--- src/rtl/amw_pkg.sv ---
package amw_pkg;
  typedef enum logic [1:0] {
    BUS_W8   = 2'b00,
    BUS_W16  = 2'b01,
    BUS_W32  = 2'b10,
    BUS_WRSV = 2'b11
  } bus_width_e;

  // right shift that turns a byte address into a device word address
  function automatic logic [1:0] width_shift(input logic [1:0] code);
    logic [1:0] s;
    case (bus_width_e'(code))
      BUS_W8:  s = 2'd0;
      BUS_W16: s = 2'd1;
      default: s = 2'd2;
    endcase
    return s;
  endfunction
endpackage

--- src/rtl/amw_sync.sv ---
module amw_sync #(
  parameter int STAGES = 2
) (
  input  logic clk_i,
  input  logic rst_ni,
  input  logic d_i,
  output logic q_o
);
  logic [STAGES-1:0] sr_q;

  always_ff @(posedge clk_i or negedge rst_ni) begin
    if (!rst_ni) sr_q <= '0;
    else         sr_q <= {sr_q[STAGES-2:0], d_i};
  end

  assign q_o = sr_q[STAGES-1];
endmodule

--- src/rtl/amw_addr_xlate.sv ---
module amw_addr_xlate import amw_pkg::*; #(
  parameter int AW  = 32,
  parameter int EAW = 24,
  parameter int NCS = 4,
  parameter int CSW = 2
) (
  input  logic [AW-1:0]    addr_i,
  input  logic [CSW-1:0]   cs_i,
  input  logic [2*NCS-1:0] width_cfg_i,
  input  logic             shift_en_i,
  output logic [EAW-1:0]   ext_addr_o
);
  logic [EAW-1:0] cand [NCS];

  for (genvar g = 0; g < NCS; g++) begin : g_cs
    logic [1:0]    sh;
    logic [AW-1:0] shifted;
    assign sh      = shift_en_i ? width_shift(width_cfg_i[2*g +: 2]) : 2'd0;
    assign shifted = addr_i >> sh;
    assign cand[g] = shifted[EAW-1:0];
  end

  assign ext_addr_o = cand[cs_i];
endmodule

--- src/rtl/amw_wait_ctrl.sv ---
module amw_wait_ctrl #(
  parameter int AW      = 32,
  parameter int EAW     = 24,
  parameter int NCS     = 4,
  parameter int CSW     = 2,
  parameter int CW      = 8,
  parameter int MIN_CYC = 3
) (
  input  logic           clk_i,
  input  logic           rst_ni,
  input  logic           req_i,
  input  logic           wait_s_i,
  input  logic [CW-1:0]  max_wait_i,
  input  logic           clr_i,
  input  logic [AW-1:0]  addr_i,
  input  logic [CSW-1:0] cs_i,
  input  logic [EAW-1:0] ext_addr_d_i,
  output logic           busy_o,
  output logic [NCS-1:0] cs_n_o,
  output logic [EAW-1:0] ext_addr_o,
  output logic           ack_o,
  output logic           err_o,
  output logic           irq_o,
  output logic [AW-1:0]  fail_addr_o
);
  localparam int             EW    = $clog2(MIN_CYC + 1);
  localparam logic [EW-1:0]  MIN_L = EW'(MIN_CYC);

  logic           busy_q, ack_q, err_q, irq_q;
  logic [CW-1:0]  wcnt_q, maxw_q;
  logic [EW-1:0]  elap_q;
  logic [AW-1:0]  addr_q, fail_q;
  logic [CSW-1:0] cs_q;
  logic [EAW-1:0] ext_q;
  logic           start, to_hit, fin_ok;

  assign start  = req_i & ~busy_q;
  // wcnt never passes maxw: equality ends the access
  assign to_hit = busy_q & wait_s_i & (wcnt_q == maxw_q);
  assign fin_ok = busy_q & ~wait_s_i & (elap_q >= MIN_L);

  always_ff @(posedge clk_i or negedge rst_ni) begin
    if (!rst_ni) begin
      busy_q <= 1'b0;
      ack_q  <= 1'b0;
      err_q  <= 1'b0;
      wcnt_q <= '0;
      maxw_q <= '0;
      elap_q <= '0;
      addr_q <= '0;
      cs_q   <= '0;
      ext_q  <= '0;
    end else begin
      ack_q <= fin_ok;
      err_q <= to_hit;
      if (start) begin
        busy_q <= 1'b1;
        wcnt_q <= '0;
        elap_q <= '0;
        maxw_q <= max_wait_i;
        addr_q <= addr_i;
        cs_q   <= cs_i;
        ext_q  <= ext_addr_d_i;
      end else if (to_hit || fin_ok) begin
        busy_q <= 1'b0;
      end else if (busy_q) begin
        if (elap_q != MIN_L) elap_q <= elap_q + 1'b1;
        if (wait_s_i)        wcnt_q <= wcnt_q + 1'b1;
      end
    end
  end

  always_ff @(posedge clk_i or negedge rst_ni) begin
    if (!rst_ni) begin
      irq_q  <= 1'b0;
      fail_q <= '0;
    end else if (to_hit) begin
      irq_q  <= 1'b1;
      fail_q <= addr_q;
    end else if (clr_i) begin
      irq_q  <= 1'b0;
      fail_q <= '0;
    end
  end

  for (genvar g = 0; g < NCS; g++) begin : g_csn
    assign cs_n_o[g] = ~(busy_q && (cs_q == CSW'(g)));
  end

  assign busy_o      = busy_q;
  assign ext_addr_o  = ext_q;
  assign ack_o       = ack_q;
  assign err_o       = err_q;
  assign irq_o       = irq_q;
  assign fail_addr_o = fail_q;
endmodule

--- src/rtl/amw_wait_guard.sv ---
module amw_wait_guard #(
  parameter int AW      = 32,
  parameter int EAW     = 24,
  parameter int NCS     = 4,
  parameter int CSW     = $clog2(NCS),
  parameter int CW      = 8,
  parameter int MIN_CYC = 3,
  parameter int SYNC_ST = 2
) (
  input  logic             clk_i,
  input  logic             rst_ni,
  input  logic             req_i,
  input  logic [AW-1:0]    addr_i,
  input  logic [CSW-1:0]   cs_i,
  input  logic [2*NCS-1:0] width_cfg_i,
  input  logic             shift_en_i,
  input  logic [CW-1:0]    max_wait_i,
  input  logic             ext_wait_i,
  input  logic             clr_i,
  output logic             busy_o,
  output logic [NCS-1:0]   cs_n_o,
  output logic [EAW-1:0]   ext_addr_o,
  output logic             ack_o,
  output logic             err_o,
  output logic             irq_o,
  output logic [AW-1:0]    fail_addr_o
);
  logic           wait_s;
  logic [EAW-1:0] ext_addr_d;

  amw_sync #(.STAGES(SYNC_ST)) u_sync (
    .clk_i (clk_i),
    .rst_ni(rst_ni),
    .d_i   (ext_wait_i),
    .q_o   (wait_s)
  );

  amw_addr_xlate #(.AW(AW), .EAW(EAW), .NCS(NCS), .CSW(CSW)) u_xlate (
    .addr_i     (addr_i),
    .cs_i       (cs_i),
    .width_cfg_i(width_cfg_i),
    .shift_en_i (shift_en_i),
    .ext_addr_o (ext_addr_d)
  );

  amw_wait_ctrl #(
    .AW(AW), .EAW(EAW), .NCS(NCS), .CSW(CSW), .CW(CW), .MIN_CYC(MIN_CYC)
  ) u_ctrl (
    .clk_i       (clk_i),
    .rst_ni      (rst_ni),
    .req_i       (req_i),
    .wait_s_i    (wait_s),
    .max_wait_i  (max_wait_i),
    .clr_i       (clr_i),
    .addr_i      (addr_i),
    .cs_i        (cs_i),
    .ext_addr_d_i(ext_addr_d),
    .busy_o      (busy_o),
    .cs_n_o      (cs_n_o),
    .ext_addr_o  (ext_addr_o),
    .ack_o       (ack_o),
    .err_o       (err_o),
    .irq_o       (irq_o),
    .fail_addr_o (fail_addr_o)
  );
endmodule

--- config.mk ---
export PLATFORM = sky130hd
export DESIGN_NAME = amw_wait_guard
export DESIGN_NICKNAME = d
export VERILOG_FILES = /design/src/rtl/amw_pkg.sv /design/src/rtl/amw_sync.sv /design/src/rtl/amw_addr_xlate.sv /design/src/rtl/amw_wait_ctrl.sv /design/src/rtl/amw_wait_guard.sv
export SDC_FILE = /design/constraint.sdc
export NUM_CORES = 1
export LEC_CHECK = 0
export BUFFER_PORTS_ARGS = -buffer_cell sky130_fd_sc_hd__buf_2
export CAP_MARGIN = 10
export CELL_PAD_IN_SITES_DETAIL_PLACEMENT = 1
export CELL_PAD_IN_SITES_GLOBAL_PLACEMENT = 2
export CORE_UTILIZATION = 30
export CTS_CLUSTER_SIZE = 25
export DETAILED_ROUTE_END_ITERATION = 16
export GPL_TIMING_DRIVEN = 0
export PLACE_DENSITY = 0.75
export SYNTH_ARGS = -nofsm -noshare
export SYNTH_HDL_FRONTEND = slang
export SYNTH_SLANG_ARGS = --single-unit
--- constraint.sdc ---
create_clock -name clk_i -period 2.4 [get_ports clk_i]
set_input_delay 0.36 -clock clk_i [delete_from_list [all_inputs] [get_ports clk_i]]
set_output_delay 0.36 -clock clk_i [all_outputs]
set_load 0.005 [all_outputs]
==> flow_summary.json, run 1 <==
{
  "nets": 1078,
  "p_switching_mw": 2.79,
  "grt-ovfl-total": 0,
  "regArea_sq_mm": 0.00285,
  "wl_per_cell_microns": 22.5,
  "crit_type": "flop to flop",
  "synthArstFlopShare_pct": 100,
  "seq_area_frac_synth_pct": 41.8,
  "fp.coreArea_sq_mm": 0.0221,
  "dieArea_sq_mm": 0.0234,
  "skew_ns": 0.00819,
  "r2r-start": "u_ctrl.busy_o",
  "final_cell_area_sq_mm": 0.00842,
  "die_h_microns": 153,
  "cts_tree": "done",
  "hpwl_microns": 20600,
  "drive_gt1_share_pct": 16.4,
  "syn_nets": 944,
  "finalSetupViolations": 0,
  "synth_top_area_cell": "dfrtp_1",
  "port-buffer-count": 113,
  "n_antenna_cell": 0,
  "antenna_found_initial": 0,
  "swShare_pct": 35.8,
  "yosys_most_used_dff": "dfrtp_1",
  "rr_worst_depth": 7,
  "p_total_mw": 7.80,
  "fillers": 2760,
  "initial_utilization_pct": 30.9,
  "period_minus_slack_ns": 2.35,
  "min-delay-path-class": "input port to flop",
  "finalWeightedCongestion": 0.880,
  "die_w_microns": 153,
  "critical_path.endpoint_type": "flop",
  "status": "complete, no violations",
  "area_growth_pct": 23.3,
  "cts-root-buf": "clkbuf_16",
  "sequentialPowerShare_pct": 38.2,
  "drtPass1Iterations": 7,
  "clk_pin_slew_worst_paths_ns": 0.06,
  "grt_usage_pct": 25.9,
  "grt_pass1_wl_microns": 46300,
  "holdPathEnd": "u_sync.sr_q[0]",
  "clock_power_share_pct": 32.7,
  "vias": 7521,
  "fmax_mhz": 425,
  "pwr-share-comb_pct": 29.0,
  "synth_edf_count": 0,
  "hp-start": "ext_wait_i",
  "leakage_nw": 3.73,
  "grt_pass1_vias": 7807,
  "drt_iter0_markers": 553,
  "cp.arrival_ns": 2.60,
  "maxSlewViolCount": 0,
  "synth_area_per_cell_sq_um": 7.71,
  "placed_area_sq_mm": 0.00778,
  "period_share_pct": 98.0,
  "finalWirelength_microns": 29500,
  "ys_types": 47,
  "ir_drop_mv": 0.371,
  "vias_per_cell": 5.73,
  "p_per_area_mw_per_mm2": 926,
  "clkLatencyLatePin_ns": 0.42,
  "tightest_slew_ns": 0.736,
  "cp-start-kind": "flop",
  "syn_area_sq_mm": 0.00683,
  "hold_viol": 0,
  "io_pins": 120,
  "grt_max_degree": 88,
  "synth_seq_cells": 114,
  "synth_top_area_share_pct": 41.8,
  "p_int_mw": 5.00,
  "fp-row-count": 54,
  "ctsHtreeMaxLevel": 4,
  "worstPathRequired_ns": 2.65,
  "worstReg2RegEnd": "u_ctrl.ext_addr_o[8]",
  "maxCapViolations": 0,
  "synth_cells": 886,
  "slew_headroom_pct": 50.9,
  "path_max_fanout": 10,
  "whs_path_depth": 1,
  "cts_sinks": 114,
  "rsz0062_at_grt": "false",
  "multi_input_area_sq_mm": 0.00360,
  "cts-buffers-inserted": 17,
  "drc": 0,
  "yosysWarningCount": 0,
  "yosys-top-cells-area": "dfrtp_1 (42%), nand2_1 (12%), o21ai_0 (7.8%), o22ai_1 (7.1%), clkbuf_1 (4.2%)",
  "reg2reg_slack_ns": 0.05,
  "clock_tree.buffer_depth": 2,
  "ant_nets": 0
}
[critical path, stage by stage (launching register included)]
cell	delay (ns)
dfrtp_1	0.40
clkbuf_2	0.26
and4b_1	0.29
clkbuf_1	0.30
o21ai_0	0.16
a21oi_1	0.05
a2111oi_0	0.50
o21ai_0	0.22
[registers in the layout, indices dropped and copies added, names as in the netlist]
name,count
u_ctrl.irq_o,1
u_ctrl.wcnt_q,8
u_ctrl.elap_q,2
u_ctrl.busy_o,1
u_ctrl.err_o,1
u_ctrl.maxw_q,8
u_ctrl.fail_addr_o,32
u_ctrl.ext_addr_o,24
u_ctrl.addr_q,32
u_ctrl.cs_q,2
u_ctrl.ack_o,1
u_sync.sr_q,2
[routing by layer]
layer  track usage, %  share of wire [%]  vias up
li1                 -                  -     3443
met2             41.7                 47      293
met1             34.6                 45     3741
met4             9.04                2.0        0
met5                0                  0        -
met3             4.93                5.9       44
[repair_timing]
item | CTS | global route
setup endpoints to repair | 59 | 20
endpoints found under the hold margin | 27 | 0
resized for setup | 9 | 6
hold buffers | 1 | 0
buffers inserted | 0 | 0
[cell usage after synthesis, types with 9 or more instances]
library cell / n
o21ai_0: 106
buf_1: 11
o211ai_1: 16
a211oi_1: 16
dfrtp_1: 114
clkbuf_1: 76
buf_2: 9
o22ai_1: 77
a21oi_1: 54
a2111oi_0: 12
o22a_1: 16
o221ai_1: 15
nand2b_1: 9
nor2_1: 46
nand2_1: 220
[power groups by stage]
stage	clock network, mW	logic, mW	registers (mW)
after floorplan	0	1.31	2.90
after global placement	0	2.13	3.00
after detailed placement	0	2.19	3.01
after CTS	2.62	2.22	2.98
after global routing	2.68	2.56	3.06
final	2.55	2.26	2.98
[cell type report]
class                           instances  share of cell area [%]
Multi-Input combinational cell        667                    42.8
Sequential cell                       114                    33.9
Timing Repair Buffer                  115                    7.24
Clock buffer                           19                    5.38
Buffer                                 97                    4.66
Tap cell                              280                    4.16
Clock inverter                         12                    1.56
Inverter                                8                   0.357
[worst max-delay path by stage]
| stage | slack, ns | start | end | cells after the start |
|---|---|---|---|---|
| 2_1_floorplan | 0.51 | u_ctrl.wcnt_q[0] | u_ctrl.wcnt_q[3] | 6 |
| 3_3_place_gp | -0.72 | rst_ni | u_ctrl.addr_q[19] | 1 |
| 3_5_place_dp | -0.32 | shift_en_i | u_ctrl.ext_addr_o[9] | 7 |
| 4_1_cts | 0.05 | u_ctrl.busy_o | u_ctrl.ext_addr_o[8] | 7 |
| 5_1_grt | 0.002 | u_ctrl.busy_o | u_ctrl.ext_addr_o[17] | 7 |
| 6_report | 0.05 | u_ctrl.busy_o | u_ctrl.ext_addr_o[8] | 7 |
[through the flow]
step	instances	utilization, %	setup TNS [ns]	hold slack, ns	worst slack [ns]
finish	1312	38.1	0	0.0534	0.0490
global route	1312	38.1	0	0.0383	0.00235
CTS	1312	38.0	0	0.0398	0.0537
detailed placement	1280	35.2	-4.30	0.273	-0.319
global placement	1279	35.1	-83.66	0.339	-0.716
floorplan	886	-	0	0.0644	0.514
[kinds of logic after synthesis]
kind of cell | synth area share, %
buffers and inverters | 5.99
AO/OA/AOI/OAI | 29.8
flip-flops | 41.8
multiplexers | 0.879
adder cells (fa/ha/maj) | 0.366
AND/OR/NAND/NOR | 19.9
XOR/XNOR | 1.28
[cell usage in the layout (no fill, tap or decap), drive strengths merged, types with 4 or more instances in the layout]
cell type / instances
a211oi: 16
o21ai: 106
nand3: 7
inv: 10
o22ai: 77
o211ai: 16
mux2i: 6
buf: 133
nor2: 46
clkinv: 4
nand2b: 9
dfrtp: 114
nor2b: 6
o22a: 16
clkbuf: 97
clkinvlp: 4
xor2: 8
a2111oi: 12
a21oi: 54
nand2: 220
nand4: 8
nor3: 5
o221ai: 15
(Power assumes the default switching activity.)
==> run 2: changes to the inputs <==
--- a/config.mk
+++ b/config.mk
@@ -9,11 +9,11 @@
 export CAP_MARGIN = 10
 export CELL_PAD_IN_SITES_DETAIL_PLACEMENT = 1
 export CELL_PAD_IN_SITES_GLOBAL_PLACEMENT = 2
-export CORE_UTILIZATION = 30
+export CORE_UTILIZATION = 33
 export CTS_CLUSTER_SIZE = 25
 export DETAILED_ROUTE_END_ITERATION = 16
 export GPL_TIMING_DRIVEN = 0
-export PLACE_DENSITY = 0.75
+export PLACE_DENSITY = 0.81
 export SYNTH_ARGS = -nofsm -noshare
 export SYNTH_HDL_FRONTEND = slang
 export SYNTH_SLANG_ARGS = --single-unit
==> run 2 against run 1 <==
  * Via count rose by 1.6%
  * Setup slack better by 0.065 ns
  * Global-route usage increased by 1.8 points
  * Combinational power hardly changed
  * Count of clock-buffer cells in the layout down 1
  * Wire length down 2.2%
  * Non-clock buffer count unchanged
  * Die area shrank 9.0%
==> flow_summary.json, run 2 (synthesis results as in run 1) <==
{
  "grt_pass1_wl_microns": 45400,
  "fp-row-count": 52,
  "period_share_pct": 95.2,
  "cp.arrival_ns": 2.58,
  "cts_tree": "done",
  "initial_utilization_pct": 33.7,
  "maxSlewViolCount": 0,
  "r2r-start": "u_ctrl.wcnt_q[1]",
  "ir_drop_mv": 0.346,
  "drive_gt1_share_pct": 16.3,
  "hp-start": "ext_wait_i",
  "critical_path.endpoint_type": "flop",
  "io_pins": 120,
  "startpoint": "shift_en_i",
  "ant_nets": 0,
  "final_core_utilization_pct": 41.6,
  "die_w_microns": 146,
  "leakage_nw": 3.75,
  "clock_tree.buffer_depth": 2,
  "slew_headroom_pct": 53.3,
  "min-delay-path-class": "input port to flop",
  "fmax_mhz": 438,
  "area_growth_pct": 23.3,
  "placed_area_sq_mm": 0.00777,
  "drc": 0,
  "status": "complete, no violations",
  "finalWirelength_microns": 28800,
  "stdcell_count": 1303,
  "finalSetupViolations": 0,
  "drtPass1Iterations": 5,
  "grt_usage_pct": 27.7,
  "p_total_mw": 7.89,
  "grt_max_degree": 88,
  "dp.cells": 1270,
  "port-buffer-count": 113,
  "p_per_area_mw_per_mm2": 938,
  "cts_sinks": 114,
  "clkLatencyLatePin_ns": 0.43,
  "cts-buffers-inserted": 17,
  "fin_ws_ns": 0.114,
  "path_max_fanout": 10,
  "cts-root-buf": "clkbuf_16",
  "layout_common_cells": "nand2_1 (220), buf_2 (121), dfrtp_1 (114)",
  "n_antenna_cell": 0,
  "clk_pin_slew_worst_paths_ns": 0.06,
  "fillers": 2514,
  "rsz0062_at_grt": "false",
  "crit_type": "input port to flop",
  "skew_ns": 0.0151,
  "grt_pass1_vias": 7729,
  "die_h_microns": 146,
  "grt-ovfl-total": 0,
  "period_minus_slack_ns": 2.29,
  "whs_ns": 0.0468,
  "ctsHtreeMaxLevel": 4,
  "vias_per_cell": 5.87,
  "finalWeightedCongestion": 0.871,
  "fp.coreArea_sq_mm": 0.0202,
  "vias": 7644,
  "final_cell_area_sq_mm": 0.00842,
  "tightest_slew_ns": 0.700,
  "hpwl_microns": 20300,
  "tns_ns": 0,
  "hold_viol": 0,
  "wl_per_cell_microns": 22.1,
  "layout_commonest_cell": "nand2_1",
  "antenna_found_initial": 1,
  "cp-start-kind": "input port",
  "drt_iter0_markers": 676,
  "maxCapViolations": 0,
  "dieArea_sq_mm": 0.0213,
  "nets": 1078,
  "worstPathRequired_ns": 2.69,
  "dp_slack_ns": -0.165
}
-- run 2: changes by cell type in the layout (fill, tap and decap cells not counted), sizes merged --
cell | previous run | this run
clkinvlp | 4 | 1
clkbuf | 97 | 95
clkinv | 4 | 6
inv | 10 | 12
buf | 133 | 134
bufinv | 2 | 3
-- run 2: final timing paths --
check,endpoint,slack [ns],cells after the start
setup / recovery,u_ctrl.ext_addr_o[9],0.11,7
hold / removal,u_sync.sr_q[0],0.05,1
setup reg to reg,u_ctrl.wcnt_q[1],0.13,7
hold reg to reg,u_sync.sr_q[1],0.35,0
max in group asynchronous,u_ctrl.addr_q[2],1.24,3
min in group asynchronous,u_ctrl.ext_addr_o[0],0.40,2
-- run 2: area by class of cell --
cell class | count | area (sq um) | area share, %
clock inverter | 14 | 178 | 2.11
clock buffer | 18 | 429 | 5.10
multi-input combinational | 667 | 3590 | 42.7
timing repair buffer | 115 | 609 | 7.24
sequential | 114 | 2850 | 33.9
buffer | 97 | 389 | 4.62
inverter | 8 | 30.0 | 0.357
tap | 270 | 338 | 4.01
-- run 2: per-layer routing --
metal | global-route usage, % | vias to the layer above | wire (microns)
li1 | - | 3460 | -
met4 | 9.89 | 0 | 672
met3 | 4.17 | 56 | 1880
met1 | 37.1 | 3790 | 12600
met2 | 45.2 | 338 | 13600
met5 | 0 | - | 0
-- run 2: critical path, stage by stage --
cell      delay [ns]
buf_2           0.20
buf_2           0.26
buf_1           0.54
buf_1           0.57
a21oi_1         0.16
nor3_1          0.33
o211ai_1        0.14
-- run 2: power by group --
group	switching (mW)	internal, mW
registers	0.443	2.55
logic	1.36	0.871
clock network	1.03	1.65
total	2.83	5.07
-- run 2: repair_timing --
item | in CTS | in global routing
setup buffers | 0 | 0
endpoints found under the hold margin | 27 | 0
gates resized for setup | 6 | 9
hold buffers | 1 | 0
setup endpoints to repair | 51 | 76
==> run 3: changes to the inputs <==
--- a/config.mk
+++ b/config.mk
@@ -9,11 +9,11 @@
 export CAP_MARGIN = 10
 export CELL_PAD_IN_SITES_DETAIL_PLACEMENT = 1
 export CELL_PAD_IN_SITES_GLOBAL_PLACEMENT = 2
-export CORE_UTILIZATION = 33
+export CORE_UTILIZATION = 35
 export CTS_CLUSTER_SIZE = 25
 export DETAILED_ROUTE_END_ITERATION = 16
 export GPL_TIMING_DRIVEN = 0
-export PLACE_DENSITY = 0.81
+export PLACE_DENSITY = 0.86
 export SYNTH_ARGS = -nofsm -noshare
 export SYNTH_HDL_FRONTEND = slang
 export SYNTH_SLANG_ARGS = --single-unit
==> constraint.sdc (replaced) <==
create_clock -name clk_i -period 2.9 [get_ports clk_i]
set_input_delay 0.435 -clock clk_i [delete_from_list [all_inputs] [get_ports clk_i]]
set_output_delay 0.435 -clock clk_i [all_outputs]
set_load 0.005 [all_outputs]
==> run 3 against run 2 <==
  * Worst hold slack improved by 0.072 ns
  * Sequential share of layout area rose by 0.32 points
  * Core utilization rose by 2.5 points
  * Count of clock-buffer cells in the layout rose by 1
  * Critical path depth did not move
  * Critical endpoint is now u_ctrl.ext_addr_o[10]
  * Largest cell class unchanged
  * Combinational power fell by 19%
  * Flip-flop and latch count did not move
==> flow_summary.json, run 3 (synthesis results as in run 1) <==
{
  "status": "complete, no violations",
  "finalSetupViolations": 0,
  "rr_worst_depth": 7,
  "die_w_microns": 142,
  "nets": 1078,
  "pwr-share-comb_pct": 28.4,
  "swShare_pct": 36.5,
  "drc": 0,
  "crit_slowest_cell": "nor4bb_1",
  "ir_drop_mv": 0.352,
  "sequentialPowerShare_pct": 38.9,
  "fmax_mhz": 378,
  "port-buffer-count": 113,
  "maxSlewViolCount": 0,
  "vias": 7598,
  "clock_tree.buffer_depth": 2,
  "cts_sinks": 114,
  "period_minus_slack_ns": 2.64,
  "crit_chain": "clkbuf_1, nor4bb_1, clkbuf_1, o21ai_0, a21oi_1, a21oi_1, nand4b_1",
  "fillers": 2396,
  "vias_per_cell": 5.88,
  "cts_tree": "done",
  "grt_max_degree": 88,
  "tightest_slew_ns": 0.968,
  "slew_headroom_pct": 34.6,
  "worstPathRequired_ns": 3.25,
  "min-delay-path-class": "input port to flop",
  "grt_usage_pct": 29.1,
  "antenna_found_initial": 1,
  "fp.coreArea_sq_mm": 0.0189,
  "tns_ns": 0,
  "grt-ovfl-total": 0,
  "fp-row-count": 50,
  "io_pins": 120,
  "grt_pass1_vias": 7800,
  "initial_utilization_pct": 36.1,
  "ctsHtreeMaxLevel": 4,
  "dieArea_sq_mm": 0.0201,
  "clkLatencyLatePin_ns": 0.42,
  "finalWirelength_microns": 28300,
  "hpwl_microns": 19900,
  "drive_gt1_share_pct": 15.4,
  "cts_resized": 0,
  "drt_iter0_markers": 641,
  "reg2reg_slack_ns": 0.26,
  "wl_per_cell_microns": 21.9,
  "critical_path.endpoint_type": "flop",
  "p_int_mw": 4.05,
  "ant_nets": 0,
  "skew_ns": 0.00672,
  "clk_pin_slew_worst_paths_ns": 0.06,
  "p_per_area_mw_per_mm2": 764,
  "clock_power_share_pct": 32.6,
  "finalWeightedCongestion": 0.886,
  "die_h_microns": 142,
  "cp-start-kind": "flop",
  "n_antenna_cell": 0,
  "cp.arrival_ns": 3.00,
  "dp.cells": 1260,
  "rsz0062_at_grt": "false",
  "leakage_nw": 3.69,
  "area_growth_pct": 22.2,
  "stdcell_count": 1293,
  "cts-buffers-inserted": 17,
  "crit_type": "flop to flop",
  "drtPass1Iterations": 5,
  "period_share_pct": 91.1,
  "grt_pass1_wl_microns": 44400,
  "maxCapViolations": 0,
  "p_switching_mw": 2.33,
  "final_core_utilization_pct": 44.2,
  "layout_common_cells": "nand2_1 (220), buf_2 (121), dfrtp_1 (114)",
  "layout_commonest_cell": "nand2_1",
  "whs_path_depth": 1,
  "critPathMaxStageDelay_ns": 0.88,
  "hold_viol": 0,
  "path_max_fanout": 10,
  "cts-root-buf": "clkbuf_16"
}
## run 3: changes by cell type in the layout (fill, tap and decap cells not counted), sizes merged
| cell | previous run | this run |
|---|---|---|
| bufinv | 3 | 1 |
| buf | 134 | 135 |
| clkinv | 6 | 5 |
| clkinvlp | 1 | 3 |
## run 3: per-layer routing
metal,share of wire (%),vias to the layer above,GRT usage (%),wire length (microns)
met2,47,338,47.4,13300
met4,2.4,2,10.6,682
met5,0.049,-,0,14
li1,-,3462,-,-
met1,44,3738,38.4,12400
met3,6.9,58,5.33,1970
## run 3: worst paths after layout
path	start	end
setup / recovery	u_ctrl.busy_o	u_ctrl.ext_addr_o[10]
hold reg to reg	u_sync.sr_q[0]	u_sync.sr_q[1]
max in group asynchronous	rst_ni	u_ctrl.fail_addr_o[19]
hold / removal	ext_wait_i	u_sync.sr_q[0]
min in group asynchronous	rst_ni	u_ctrl.wcnt_q[4]
setup reg to reg	u_ctrl.busy_o	u_ctrl.ext_addr_o[10]
## run 3: power groups by stage
| stage | Clock [mW] | Combinational (mW) | Sequential, mW |
|---|---|---|---|
| finish | 2.08 | 1.81 | 2.48 |
| global route | 2.17 | 2.04 | 2.54 |
| CTS | 2.12 | 1.82 | 2.48 |
| detailed placement | 0 | 1.81 | 2.50 |
| global placement | 0 | 1.74 | 2.48 |
| floorplan | 0 | 1.08 | 2.40 |
## run 3: repair_timing
action                    CTS  global route
buffers inserted            0             0
hold buffers                1             0
hold endpoints to repair   27             0
## run 3: area by class of cell
type	count	area (sq um)	area share, %
Clock inverter	13	126	1.51
Inverter	8	30.0	0.360
Buffer	97	379	4.54
Tap cell	260	325	3.90
Sequential cell	114	2850	34.2
Timing Repair Buffer	115	609	7.30
Multi-Input combinational cell	667	3570	42.8
Clock buffer	19	453	5.43
## run 3: metrics by stage
step	hold WS (ns)	instance area, sq um	total power, mW	setup slack (ns)
6_report	0.119	8340	6.37	0.258
5_1_grt	0.107	8340	6.75	0.154
4_1_cts	0.106	8340	6.42	0.365
3_5_place_dp	0.337	7750	4.30	0.225
3_3_place_gp	0.333	7720	4.23	-0.208
2_1_floorplan	0.139	6830	3.49	1.01
## run 3: critical path: cells and delay by family, from the launching register on
kind                   cells  cell delay [ns]
AO/OA/AOI/OAI              3             0.42
buffers and inverters      2             0.73
flip-flops                 1             0.42
AND/OR/NAND/NOR            2             1.00
